[config.mk]
export PLATFORM = sky130hd
export DESIGN_NAME = i2c_ctl_core
export DESIGN_NICKNAME = d
export VERILOG_FILES = /design/src/rtl/i2cc_pkg.sv /design/src/rtl/i2cc_line_mon.sv /design/src/rtl/i2cc_tick.sv /design/src/rtl/i2cc_master_seq.sv /design/src/rtl/i2cc_slave_rx.sv /design/src/rtl/i2c_ctl_core.sv
export SDC_FILE = /design/constraint.sdc
export NUM_CORES = 1
export LEC_CHECK = 0
export ABC_AREA = 1
export BUFFER_PORTS_ARGS = -buffer_cell sky130_fd_sc_hd__buf_2
export CELL_PAD_IN_SITES_DETAIL_PLACEMENT = 1
export CELL_PAD_IN_SITES_GLOBAL_PLACEMENT = 1
export CORE_ASPECT_RATIO = 0.8
export CORE_MARGIN = 1
export CORE_UTILIZATION = 41
export DETAILED_ROUTE_END_ITERATION = 8
export PLACE_DENSITY = 0.85
export REMOVE_ABC_BUFFERS = 1
export SLEW_MARGIN = 20
export SYNTH_ARGS = -nofsm -noshare
export SYNTH_HDL_FRONTEND = slang
export SYNTH_HIERARCHICAL = 1
export SYNTH_SLANG_ARGS = --single-unit
[constraint.sdc]
create_clock -name clk -period 2.4 [get_ports clk]
set_clock_uncertainty 0.1 [all_clocks]
set_input_delay 0 -clock clk [delete_from_list [all_inputs] [get_ports clk]]
set_output_delay 0 -clock clk [all_outputs]
set_load 0.005 [all_outputs]
[src/rtl/i2cc_pkg.sv]
// Shared types for the I2C control core.
// Assumes 7-bit addressing plus one R/W bit per address byte.
package i2cc_pkg;
    typedef enum logic [2:0] {
        M_IDLE, M_START, M_BLO, M_BHI, M_HOLD, M_PLO, M_PWAIT, M_PREL
    } mst_st_t;

    typedef enum logic [2:0] {
        S_IDLE, S_SHIFT, S_ACKW, S_ACKLO, S_ACKHI, S_DONE
    } slv_st_t;
endpackage

[src/rtl/i2cc_line_mon.sv]
// Line monitor: synchronises SCL/SDA through STAGES flops, flags SCL edges
// and START/STOP conditions, and keeps the bus-busy flag.
// Assumes STAGES >= 2 and idle lines read high.
module i2cc_line_mon #(
    parameter int STAGES = 2
) (
    input  logic clk,
    input  logic rst_n,
    input  logic scl_in,
    input  logic sda_in,
    output logic scl_s,
    output logic sda_s,
    output logic scl_rise,
    output logic scl_fall,
    output logic start_det,
    output logic stop_det,
    output logic busy
);
    logic [STAGES-1:0] scl_ch, sda_ch;
    logic scl_q, sda_q;

    for (genvar g = 0; g < STAGES; g++) begin : g_sync
        if (g == 0) begin : g_first
            // first stage captures the raw lines
            always_ff @(posedge clk) begin
                if (!rst_n) begin
                    scl_ch[g] <= 1'b1;
                    sda_ch[g] <= 1'b1;
                end else begin
                    scl_ch[g] <= scl_in;
                    sda_ch[g] <= sda_in;
                end
            end
        end else begin : g_next
            // later stages pass the previous one on
            always_ff @(posedge clk) begin
                if (!rst_n) begin
                    scl_ch[g] <= 1'b1;
                    sda_ch[g] <= 1'b1;
                end else begin
                    scl_ch[g] <= scl_ch[g-1];
                    sda_ch[g] <= sda_ch[g-1];
                end
            end
        end
    end

    assign scl_s = scl_ch[STAGES-1];
    assign sda_s = sda_ch[STAGES-1];

    // one-cycle history of the synchronised lines
    always_ff @(posedge clk) begin
        if (!rst_n) begin
            scl_q <= 1'b1;
            sda_q <= 1'b1;
        end else begin
            scl_q <= scl_s;
            sda_q <= sda_s;
        end
    end

    assign scl_rise  = scl_s & ~scl_q;
    assign scl_fall  = ~scl_s & scl_q;
    assign start_det = scl_s & scl_q & sda_q & ~sda_s;
    assign stop_det  = scl_s & scl_q & ~sda_q & sda_s;

    // busy flag follows START and STOP on the bus
    always_ff @(posedge clk) begin
        if (!rst_n)         busy <= 1'b0;
        else if (start_det) busy <= 1'b1;
        else if (stop_det)  busy <= 1'b0;
    end

    AST_BUSY_AFTER_START: assert property (@(posedge clk) disable iff (!rst_n)
        start_det |=> busy);
    AST_IDLE_AFTER_STOP: assert property (@(posedge clk) disable iff (!rst_n)
        stop_det |=> !busy);
endmodule

[src/rtl/i2cc_tick.sv]
// Half-period tick generator: pulses every div+1 cycles while run is high,
// restarting from zero whenever run drops.
module i2cc_tick #(
    parameter int DIV_W = 8
) (
    input  logic             clk,
    input  logic             rst_n,
    input  logic             run,
    input  logic [DIV_W-1:0] div,
    output logic             tick
);
    logic [DIV_W-1:0] cnt;

    assign tick = run && (cnt == div);

    // count up to div, wrap on the tick
    always_ff @(posedge clk) begin
        if (!rst_n || !run) cnt <= '0;
        else if (tick)      cnt <= '0;
        else                cnt <= cnt + 1'b1;
    end
endmodule

[src/rtl/i2cc_master_seq.sv]
// Master sequencer: START, address byte MSB first with R/W last, ninth clock
// with SDA released to sample the acknowledge, then holds SCL low until a
// STOP request. The STOP waits for SCL to be released by other devices.
// SDA changes one cycle after SCL so no false START/STOP appears.
module i2cc_master_seq #(
    parameter int ADDR_W = 7
) (
    input  logic              clk,
    input  logic              rst_n,
    input  logic              start_go,
    input  logic              stop_go,
    input  logic [ADDR_W:0]   addr_byte,
    input  logic              tick,
    input  logic              scl_s,
    input  logic              sda_s,
    output logic              run,
    output logic              scl_pull,
    output logic              sda_pull,
    output logic              done,
    output logic              acked,
    output logic              rw_sent
);
    import i2cc_pkg::*;
    localparam int BYTE_BITS = ADDR_W + 1;
    localparam int CNT_W = $clog2(BYTE_BITS + 1);
    localparam logic [CNT_W-1:0] LAST = CNT_W'(BYTE_BITS);

    mst_st_t state;
    logic [BYTE_BITS-1:0] sh;
    logic [CNT_W-1:0] bit_idx;
    logic stop_pend;
    logic pull_nx;

    assign run      = (state != M_IDLE);
    assign scl_pull = (state == M_BLO) || (state == M_HOLD) || (state == M_PLO);

    // SDA pull level wanted by the current state
    always_comb begin
        case (state)
            M_START, M_PLO, M_PWAIT: pull_nx = 1'b1;
            M_BLO:   pull_nx = (bit_idx == LAST) ? 1'b0 : ~sh[BYTE_BITS-1];
            M_BHI:   pull_nx = sda_pull;
            default: pull_nx = 1'b0;
        endcase
    end

    // SDA driver lags the state by one cycle
    always_ff @(posedge clk) begin
        if (!rst_n) sda_pull <= 1'b0;
        else        sda_pull <= pull_nx;
    end

    // remembers a STOP request until the hold state can act on it
    always_ff @(posedge clk) begin
        if (!rst_n || state == M_IDLE || state == M_PLO) stop_pend <= 1'b0;
        else if (stop_go)                               stop_pend <= 1'b1;
    end

    // sequence state, bit counter and shift register
    always_ff @(posedge clk) begin
        if (!rst_n) begin
            state   <= M_IDLE;
            sh      <= '0;
            bit_idx <= '0;
            done    <= 1'b0;
            acked   <= 1'b0;
            rw_sent <= 1'b0;
        end else begin
            done <= 1'b0;
            case (state)
                M_IDLE: if (start_go) begin
                    state   <= M_START;
                    sh      <= addr_byte;
                    rw_sent <= addr_byte[0];
                    bit_idx <= '0;
                end
                M_START: if (tick) state <= M_BLO;
                M_BLO:   if (tick) state <= M_BHI;
                M_BHI: if (tick) begin
                    if (bit_idx == LAST) begin
                        state <= M_HOLD;
                        done  <= 1'b1;
                        acked <= ~sda_s;
                    end else begin
                        state   <= M_BLO;
                        bit_idx <= bit_idx + 1'b1;
                        sh      <= {sh[BYTE_BITS-2:0], 1'b0};
                    end
                end
                M_HOLD:  if (tick && stop_pend) state <= M_PLO;
                M_PLO:   if (tick) state <= M_PWAIT;
                M_PWAIT: if (tick && scl_s) state <= M_PREL;
                M_PREL:  if (tick) state <= M_IDLE;
                default: state <= M_IDLE;
            endcase
        end
    end

    AST_SDA_STEADY_SCL_HIGH: assert property (@(posedge clk) disable iff (!rst_n)
        (state == M_BHI && $past(state) == M_BHI) |-> $stable(sda_pull));
    AST_STOP_HELD_WHILE_SCL_LOW: assert property (@(posedge clk) disable iff (!rst_n)
        (state == M_PWAIT && !scl_s) |=> (state == M_PWAIT && sda_pull));
endmodule

[src/rtl/i2cc_slave_rx.sv]
// Slave address receiver: after each START it shifts in the first byte on
// SCL rising edges, compares it with the own address or the all-zero
// broadcast, reports a hit with the R/W bit and drives the acknowledge
// through the ninth clock. Disabled while the core is in master mode.
module i2cc_slave_rx #(
    parameter int ADDR_W = 7
) (
    input  logic              clk,
    input  logic              rst_n,
    input  logic              enable,
    input  logic              free_fmt,
    input  logic              ack_en,
    input  logic [ADDR_W-1:0] own_addr,
    input  logic              scl_rise,
    input  logic              scl_fall,
    input  logic              sda_s,
    input  logic              start_det,
    input  logic              stop_det,
    output logic              hit,
    output logic              hit_rw,
    output logic              ack_pull
);
    import i2cc_pkg::*;
    localparam int BYTE_BITS = ADDR_W + 1;
    localparam int CNT_W = $clog2(BYTE_BITS);
    localparam logic [CNT_W-1:0] LAST = CNT_W'(BYTE_BITS - 1);

    slv_st_t state;
    logic [BYTE_BITS-2:0] shreg;
    logic [CNT_W-1:0] cnt;
    logic [BYTE_BITS-1:0] byte_now;
    logic match;

    assign byte_now = {shreg, sda_s};
    assign match    = !free_fmt &&
                      ((byte_now[BYTE_BITS-1:1] == own_addr) || (byte_now == '0));
    assign ack_pull = (state == S_ACKLO) || (state == S_ACKHI);

    // receive, compare and acknowledge the first byte after START
    always_ff @(posedge clk) begin
        if (!rst_n) begin
            state  <= S_IDLE;
            shreg  <= '0;
            cnt    <= '0;
            hit    <= 1'b0;
            hit_rw <= 1'b0;
        end else begin
            hit <= 1'b0;
            if (!enable || stop_det) begin
                state <= S_IDLE;
            end else if (start_det) begin
                state <= S_SHIFT;
                cnt   <= '0;
            end else begin
                case (state)
                    S_SHIFT: if (scl_rise) begin
                        shreg <= byte_now[BYTE_BITS-2:0];
                        if (cnt == LAST) begin
                            hit    <= match;
                            hit_rw <= sda_s;
                            state  <= (match && ack_en) ? S_ACKW : S_DONE;
                        end else begin
                            cnt <= cnt + 1'b1;
                        end
                    end
                    S_ACKW:  if (scl_fall) state <= S_ACKLO;
                    S_ACKLO: if (scl_rise) state <= S_ACKHI;
                    S_ACKHI: if (scl_fall) state <= S_DONE;
                    default: ;
                endcase
            end
        end
    end

    AST_SLAVE_QUIET_AS_MASTER: assert property (@(posedge clk) disable iff (!rst_n)
        !enable |=> !ack_pull);
endmodule

[src/rtl/i2c_ctl_core.sv]
// Top of the I2C control core. Decodes the four-bit command into START and
// STOP requests, holds mode and direction flags, and applies the hardware
// rules that rewrite the direction after the address phase.
// Assumes scl_in/sda_in are the wired-AND line levels.
module i2c_ctl_core #(
    parameter int ADDR_W      = 7,
    parameter int DIV_W       = 8,
    parameter int SYNC_STAGES = 2
) (
    input  logic              clk,
    input  logic              rst_n,
    input  logic              cmd_wr,
    input  logic              cmd_mst,
    input  logic              cmd_trx,
    input  logic              cmd_bb,
    input  logic              cmd_pin,
    input  logic              ack_en,
    input  logic              free_fmt,
    input  logic [ADDR_W-1:0] own_addr,
    input  logic [ADDR_W:0]   tgt_byte,
    input  logic [DIV_W-1:0]  half_div,
    input  logic              scl_in,
    input  logic              sda_in,
    output logic              scl_pull,
    output logic              sda_pull,
    output logic              bus_busy,
    output logic              dir_tx,
    output logic              mode_master
);
    logic scl_s, sda_s, scl_rise, scl_fall, start_det, stop_det;
    logic m_run, m_tick, m_scl, m_sda, m_done, m_acked, m_rw;
    logic s_hit, s_rw, s_ack;
    logic start_go, stop_go, m_upd, s_upd;

    i2cc_line_mon #(.STAGES(SYNC_STAGES)) u_mon (
        .clk(clk), .rst_n(rst_n), .scl_in(scl_in), .sda_in(sda_in),
        .scl_s(scl_s), .sda_s(sda_s), .scl_rise(scl_rise), .scl_fall(scl_fall),
        .start_det(start_det), .stop_det(stop_det), .busy(bus_busy)
    );

    i2cc_tick #(.DIV_W(DIV_W)) u_tick (
        .clk(clk), .rst_n(rst_n), .run(m_run), .div(half_div), .tick(m_tick)
    );

    i2cc_master_seq #(.ADDR_W(ADDR_W)) u_mst (
        .clk(clk), .rst_n(rst_n), .start_go(start_go), .stop_go(stop_go),
        .addr_byte(tgt_byte), .tick(m_tick), .scl_s(scl_s), .sda_s(sda_s),
        .run(m_run), .scl_pull(m_scl), .sda_pull(m_sda), .done(m_done),
        .acked(m_acked), .rw_sent(m_rw)
    );

    i2cc_slave_rx #(.ADDR_W(ADDR_W)) u_slv (
        .clk(clk), .rst_n(rst_n), .enable(!mode_master), .free_fmt(free_fmt),
        .ack_en(ack_en), .own_addr(own_addr), .scl_rise(scl_rise),
        .scl_fall(scl_fall), .sda_s(sda_s), .start_det(start_det),
        .stop_det(stop_det), .hit(s_hit), .hit_rw(s_rw), .ack_pull(s_ack)
    );

    assign start_go = cmd_wr & cmd_mst & cmd_trx & cmd_bb & cmd_pin & ack_en & !bus_busy;
    assign stop_go  = cmd_wr & cmd_mst & cmd_trx & !cmd_bb & cmd_pin & bus_busy;
    assign m_upd    = m_done & m_acked & mode_master & !free_fmt;
    assign s_upd    = s_hit & !free_fmt;
    assign scl_pull = m_scl;
    assign sda_pull = m_sda | s_ack;

    // mode flag is set only by software
    always_ff @(posedge clk) begin
        if (!rst_n)      mode_master <= 1'b0;
        else if (cmd_wr) mode_master <= cmd_mst;
    end

    // direction flag: software write, STOP clear, then address-phase rules
    always_ff @(posedge clk) begin
        if (!rst_n)        dir_tx <= 1'b0;
        else if (cmd_wr)   dir_tx <= cmd_trx;
        else if (stop_det) dir_tx <= 1'b0;
        else if (m_upd)    dir_tx <= ~m_rw;
        else if (s_upd)    dir_tx <= s_rw;
    end

    AST_TRX_ZERO_AFTER_STOP: assert property (@(posedge clk) disable iff (!rst_n)
        (stop_det && !cmd_wr) |=> !dir_tx);
    AST_FREE_KEEPS_TRX: assert property (@(posedge clk) disable iff (!rst_n)
        (free_fmt && !cmd_wr && !stop_det) |=> $stable(dir_tx));
    AST_NACK_KEEPS_TRX: assert property (@(posedge clk) disable iff (!rst_n)
        (m_done && !m_acked && !cmd_wr && !stop_det && !s_upd) |=> $stable(dir_tx));
endmodule

# ---- Word-level counts from Yosys, hierarchy flattened
# Cells that the tools add are included.
# W data, S select, Z words.
dict set report totals {
  in_bits 34
  regBits 52
  elab_cells 177
  out_inout_bits 5
}
dict set report op_classes {
  n_eq_ne 35
  mux 39
  add_sub_neg 3
  reduce_logical 43
  n_bitwise 33
}
# operator count
set ops {}
lappend ops {{$mux W3} 19}
lappend ops {{$mux W8} 3}
lappend ops {{$pmux W3 S8} 1}
lappend ops {{$and A1 B1 Y1} 20}
lappend ops {{$eq A3 B3 Y1 const B} 6}
lappend ops {{$ne A2 B2 Y1 const B} 8}
lappend ops {{$pmux W8 S2} 1}
lappend ops {{$ne A2 B1 Y1 const B} 7}
lappend ops {{$eq A3 B2 Y1 const B} 4}
lappend ops {{$mux W4} 3}
lappend ops {{$ne A3 B3 Y1 const B} 4}
lappend ops {{$not A1 Y1} 12}
lappend ops {{$pmux W3 S4} 1}
lappend ops {{$reduce_and A4 Y1} 3}
lappend ops {{$reduce_and A6 Y1} 2}
lappend ops {{$mux W1} 9}
lappend ops {{$add A8 B1 Y8 const B} 1}
lappend ops {{$eq A8 B8 Y1} 1}
lappend ops {{$logic_not A8 Y1} 1}
lappend ops {{$logic_or A1 B1 Y1} 8}
lappend ops {{$pmux W4 S2} 1}
lappend ops {{$reduce_and A8 Y1} 1}
lappend ops {{$reduce_bool A2 Y1} 4}
lappend ops {{$reduce_bool A4 Y1} 2}
lappend ops {{other kinds (19)} 31}

# ---- Longest topological paths before layout
dict set report logic_depth {
  ltp_word 9
  ltp_mapped 16
  depth_no_buf 16
}

# ---- Hierarchy
# Netlist, hierarchy kept.
# module cells_per_inst instances area_each_um2 seq_area_each_um2
set modules_own_cells {}
lappend modules_own_cells {i2cc_master_seq 160 1 1064.8 400.4}
lappend modules_own_cells {i2cc_slave_rx 136 1 900.9 300.3}
lappend modules_own_cells {i2cc_tick 72 1 485.5 160.2}
lappend modules_own_cells {i2cc_line_mon 28 1 240.2 140.1}
lappend modules_own_cells {i2c_ctl_core 36 1 202.7 40.0}

# ---- Worst setup path before layout
# Ideal clock, no wire load.
dict set report synth_timing {
  path_kind {reg2reg}
  from {reg u_mst.state[2]}
  to {reg u_mst.bit_idx[1]}
  path_buffers 1
  arrival_ns 1.822
  synth_period_minus_slack_ns 1.989
  setup_slack_ns 0.411
  setup_ns 0.066
  required_time_ns 2.234
  stages_incl_launch_ff 15
  path_cell_list {dfxtp_1 inv_2 nand2_1 a21boi_0 nand2_1 nor2_1 nand3_2 inv_1 inv_1 nand2_1 nand2_2 nor2_8 buf_6 nand3_2 a21oi_2}
}
dict set report synth_between {
  elab_chain_cells 4
  word_cells_on_any_way 10
  cone_classes {eq/ne: 4; mux: 1; reduce/logical: 5}
}
# element line_no
set synth_rtl {}
lappend synth_rtl {{start: declaration} i2cc_master_seq.sv:28} ;# mst_st_t state;
lappend synth_rtl {{start signal: assignment} i2cc_master_seq.sv:62} ;# state <= M_IDLE;
lappend synth_rtl {{start signal: assignment} i2cc_master_seq.sv:72} ;# state <= M_START;
lappend synth_rtl {{start signal: assignment} i2cc_master_seq.sv:77} ;# M_START: if (tick) state <= M_BLO;
lappend synth_rtl {{$reduce_bool A3 Y1} i2cc_master_seq.sv:34} ;# assign run = (state != M_IDLE);
lappend synth_rtl {{net m_run} i2c_ctl_core.sv:31} ;# logic m_run, m_tick, m_scl, m_sda, m_done, m_acked, m_rw;
lappend synth_rtl {{$logic_and A1 B1 Y1} i2cc_tick.sv:14} ;# assign tick = run && (cnt == div);
lappend synth_rtl {{net m_tick} i2c_ctl_core.sv:31}
lappend synth_rtl {{$ne A2 B1 Y1 (no source line)} --}
lappend synth_rtl {{$reduce_and A4 Y1 (no source line)} --}
lappend synth_rtl {{end signal: assignment} i2cc_master_seq.sv:86} ;# bit_idx <= bit_idx + 1'b1;
lappend synth_rtl {{end: declaration} i2cc_master_seq.sv:30} ;# logic [CNT_W-1:0] bit_idx;
# The timed path passes the listed nets, and every way through them passes these cells.
# A chain may end at the register's enable or synchronous reset.

# ---- Final worst setup path
dict set report layout_timing {
  from {reg u_mst.state[2]}
  to {reg u_mst.bit_idx[2]}
}
# Same word-level chain as after synthesis.

==> results_tabular.tex <==
\begin{tabular}{lr}
\hline
Metric & Value \\
\hline
\multicolumn{2}{l}{\textbf{Power and ir drop}} \\
\quad Cell Pwr Density & 847.9 nW/um\^{}2 \\
\quad Pwr Total & 0.002939 W \\
\quad Net switching share of the total power & 0.4311 \\
\quad Internal cell power & 0.001672 W \\
\quad Portion of total power attributed to sequential cells & 0.372 \\
\quad Leak & 1.658 nW \\
\quad Peak ir drop on the vdd network & 0.4369 mV \\
\quad Net Switching & 0.001267 W \\
\quad Relative contribution of combinational cells to total power & 0.444 \\
\quad Fraction of power consumed by the clock network & 0.184 \\
\multicolumn{2}{l}{\textbf{Status}} \\
\quad Outcome & completed \\
\multicolumn{2}{l}{\textbf{Cells and area}} \\
\quad Growth of design area from synthesis to finish & 19.76\% \\
\quad Number of diodes added for antenna fixing & 0 \\
\quad Ratio of cells with drive above 1 in the final layout & 0.1960 \\
\quad Multi-input gate area & 1559 sq um \\
\quad Footprint of the flip-flops and latches & 1045 sq um \\
\quad Filler cells & 903 \\
\quad Number of nets in the finished design & 533 \\
\multicolumn{2}{l}{\textbf{Worst setup path}} \\
\quad Largest stage delay on the critical path & 0.39 ns \\
\quad R2R Path Start & u\_mst/state[2] \\
\quad Register-to-Register Path Depth & 14 \\
\quad Slowest stage cell, crit path & dfxtp\_2 \\
\quad CP Data Arrival Time & 2.34 ns \\
\quad Largest fanout on the critical path & 19 \\
\quad Instance count on the critical path & 14 \\
\quad Most repeated library cell on the critical path & nand2\_1 \\
\quad Crit Path Category & reg -> reg \\
\quad R2R Path End & u\_mst/bit\_idx[2] \\
\quad Capturing element of the worst setup path & u\_mst/bit\_idx[2] \\
\quad Worst setup startpoint & u\_mst/state[2] \\
\quad Top cell family by delay on the critical path & simple AND/OR/NAND/NOR gates \\
\quad Number of buffers and inverters on the critical path & 3 \\
\quad Startpoint type of the worst setup path & flop \\
\quad Chain of cells forming the critical path & inv\_2 > nand2\_1 > a21boi\_0 > nand2\_1 > nor2\_1 > nand3\_2 > inv\_1 > inv\_1 > nand2\_1 > nand2\_2 > nor2\_8 > nand3\_1 > nand2\_1 > nor2\_1 \\
\quad CP Capture Type & flop \\
\quad Worst EP required & 2.51 ns \\
\quad Reg2Reg Setup Slack & 0.17 ns \\
\multicolumn{2}{l}{\textbf{Min path}} \\
\quad Class of the worst hold path & in -> reg \\
\multicolumn{2}{l}{\textbf{STA}} \\
\quad Shortest period the worst path allows & 2.226 ns \\
\quad Summed negative setup slack over all endpoints & 0 ns \\
\quad Remaining max-slew budget at the tightest pin & 0.7672 \\
\quad Tightest Pin Transition & 0.3465 ns \\
\quad Setup repair after global routing missed its margin & false \\
\quad Max Slew Vio Count & 0 \\
\quad Highest clock frequency the design can meet & 0.4493 GHz \\
\quad Period Utilization, post-route & 0.9273 \\
\quad Total setup violations reported at the end of the flow & 0 \\
\quad Final hold violation count & 0 \\
\multicolumn{2}{l}{\textbf{Die}} \\
\quad I/O pin cnt & 39 \\
\quad Die area & 7401 sq um \\
\quad Number of placement rows & 26 \\
\quad Starting density of the core & 0.4382 \\
\quad Placeable Area & 6604 sq um \\
\quad Horiz. Die Dim & 95.93 um \\
\quad Floorplan die height & 77.15 um \\
\multicolumn{2}{l}{\textbf{Synthesis}} \\
\quad Number of storage elements in the synthesis netlist & 52 \\
\quad Fraction of the yosys area taken by sequential cells & 0.3597 \\
\quad Number of enable-type register cells in the synthesized netlist & 0 \\
\quad Post-synth top area share & 0.3597 \\
\quad Distinct cell type count of the synthesized netlist & 35 \\
\quad Netlist area before placement & 2894 sq um \\
\quad Synth area leaders & dfxtp\_1, nand2\_1, inv\_1 \\
\quad Top cell type by total area after synthesis & dfxtp\_1 \\
\quad Top\_reg\_cell synth & dfxtp\_1 \\
\quad Synthesized area per cell & 6.699 sq um \\
\quad Commonest cells in the netlist & nand2\_1, inv\_1, nor2\_1 \\
\quad Gate count of the mapped netlist & 432 \\
\quad Warning count from the yosys run & 6 \\
\quad Most frequent cell after synthesis & nand2\_1 \\
\quad FFs w/ async S/R, synth & 0 \\
\multicolumn{2}{l}{\textbf{Clock network}} \\
\quad Clock Path Buffers & 2 \\
\quad Buffers inserted during post-CTS setup optimization & 0 \\
\quad Clock root cell & clkbuf\_8 \\
\quad Clock insertion delay at the later pin of the skew report & 0.31 ns \\
\quad Clock-pin slew of the registers on the worst-case setup and hold paths & 0.10 ns \\
\quad CTS sink cnt & 52 \\
\quad Number of H-tree levels & 2 \\
\quad Num CTS Buffers & 5 \\
\quad CTS tree & done \\
\multicolumn{2}{l}{\textbf{Run}} \\
\quad Max-cap violation count & 0 \\
\multicolumn{2}{l}{\textbf{Detailed routing}} \\
\quad Number of violations reported at the end of detailed-routing iteration 0 & 81 \\
\quad Post-detailed-route via-to-cell ratio & 4.908 \\
\quad Number of DRC violations after detailed routing & 0 \\
\quad Post-Route WL & 7.467 mm \\
\quad Average routed wire per standard cell & 12.90 um \\
\quad Number of detailed-routing iterations run before antenna repair & 4 \\
\quad Antenna Nets Post-Route & 0 \\
\quad Vias & 2842 \\
\multicolumn{2}{l}{\textbf{Global routing}} \\
\quad Number of antenna violations at the first check in global routing & 0 \\
\quad Global-route congestion overflow total & 0 \\
\quad Total routing resource utilization after global routing & 0.2173 \\
\quad Vias in the first global route & 2863 \\
\quad Global-route wire length before repair & 12.59 mm \\
\quad Largest net degree at the start of global routing & 20 \\
\multicolumn{2}{l}{\textbf{Placement}} \\
\quad Estimated wirelength of the detail-placed design & 5.666 mm \\
\quad I/O Buffers & 38 \\
\quad Routability Congestion & 0.8519 \\
\hline
\end{tabular}
power by group through the flow:
stage,combinational [W],sequential (W),clock (W)
2_1_floorplan,0.000933,0.00108,0
3_3_place_gp,0.00119,0.00110,0
3_5_place_dp,0.00124,0.00111,0
4_1_cts,0.00128,0.00109,0.000560
5_1_grt,0.00147,0.00111,0.000590
6_report,0.00131,0.00109,0.000539
flip-flops by register name, summed over array words and instances (netlist names), 3 cells and up:
signal / cells
u_mst/bit_idx: 4
u_tick/cnt: 8
u_slv/cnt: 3
u_mst/sh: 8
u_slv/state: 3
u_slv/shreg: 7
u_mst/state: 3
cell usage in the layout, fill, tap and decap left out, types with 2 or more instances in the layout:
cell,instances
o21ai_1,2
buf_2,38
inv_1,64
nand3_1,24
ha_1,5
nor2_1,55
clkbuf_8,6
nand2_1,119
inv_2,8
nand3_2,5
a21oi_1,19
xor2_1,7
nand2_2,6
o21ai_0,17
nand4_1,4
or2_1,4
a21oi_2,7
nor2_4,2
dlygate4sd3_1,18
dfxtp_1,49
nor3_1,2
nand2_4,2
xnor2_1,3
nor4_2,2
dfxtp_2,3
buf_4,3
nor2_2,9
routing by layer:
layer / track usage / vias up / part of all wire
li1: - / 1459 / -
met5: 0 / - / 0
met2: 0.3657 / 38 / 0.47
met4: 0.05821 / 0 / 0.010
met1: 0.2831 / 1338 / 0.50
met3: 0.03770 / 7 / 0.027
tightest hold or removal path, cell delays in order:
cell and delay (ns):
buf_2 0.10, nand4_1 0.08, nor2_1 0.07, nand3_1 0.11, a21oi_1 0.07
how the worst min path moves through the flow:
| stage | startpoint | slack, ns | depth (start not counted) | to |
|---|---|---|---|---|
| 6_report | cmd_pin | 0.06 | 5 | u_mst/rw_sent |
| 5_1_grt | cmd_pin | 0.06 | 5 | u_mst/stop_pend |
| 4_1_cts | cmd_pin | 0.05 | 5 | u_mst/sh[0] |
| 3_5_place_dp | scl_in | 0.08 | 2 | u_mon/scl_ch[0] |
| 3_3_place_gp | sda_in | 0.08 | 2 | u_mon/sda_ch[0] |
| 2_1_floorplan | rst_n | -0.03 | 1 | u_mon/scl_q |
final cells by class:
type | count | share of cell area
clock buffer | 7 | 0.02491
clock inverter | 1 | 0.002166
inverter | 72 | 0.07798
multi-input combinational | 304 | 0.4498
sequential | 52 | 0.3014
tap | 84 | 0.03033
timing repair buffer | 59 | 0.1134
metrics by stage:
step	util	setup WS [ns]	hold WS, ns	instances	instance area (sq um)
floorplan	-	0.4178	-0.03110	428	2863
global placement	0.4816	0.3089	0.07857	553	3181
detailed placement	0.4816	0.1183	0.08456	553	3181
CTS	0.5231	0.03642	0.04995	579	3455
global route	0.5248	0.001355	0.06166	579	3466
finish	0.5248	0.1744	0.05708	579	3466
kinds of logic after synthesis:
family | synth area share
compound gates | 0.09814
xor+xnor | 0.03027
fa+ha+maj | 0.02162
buf+inv | 0.1042
flops | 0.3597
simple gates | 0.3861
what timing repair did:
action	in CTS	in global routing
endpoints found under the setup margin	0	14
hold endpoints to repair	21	0
hold buffers	18	0
gates resized for setup	0	5
No activity file was read; power rests on OpenSTA's default activity.
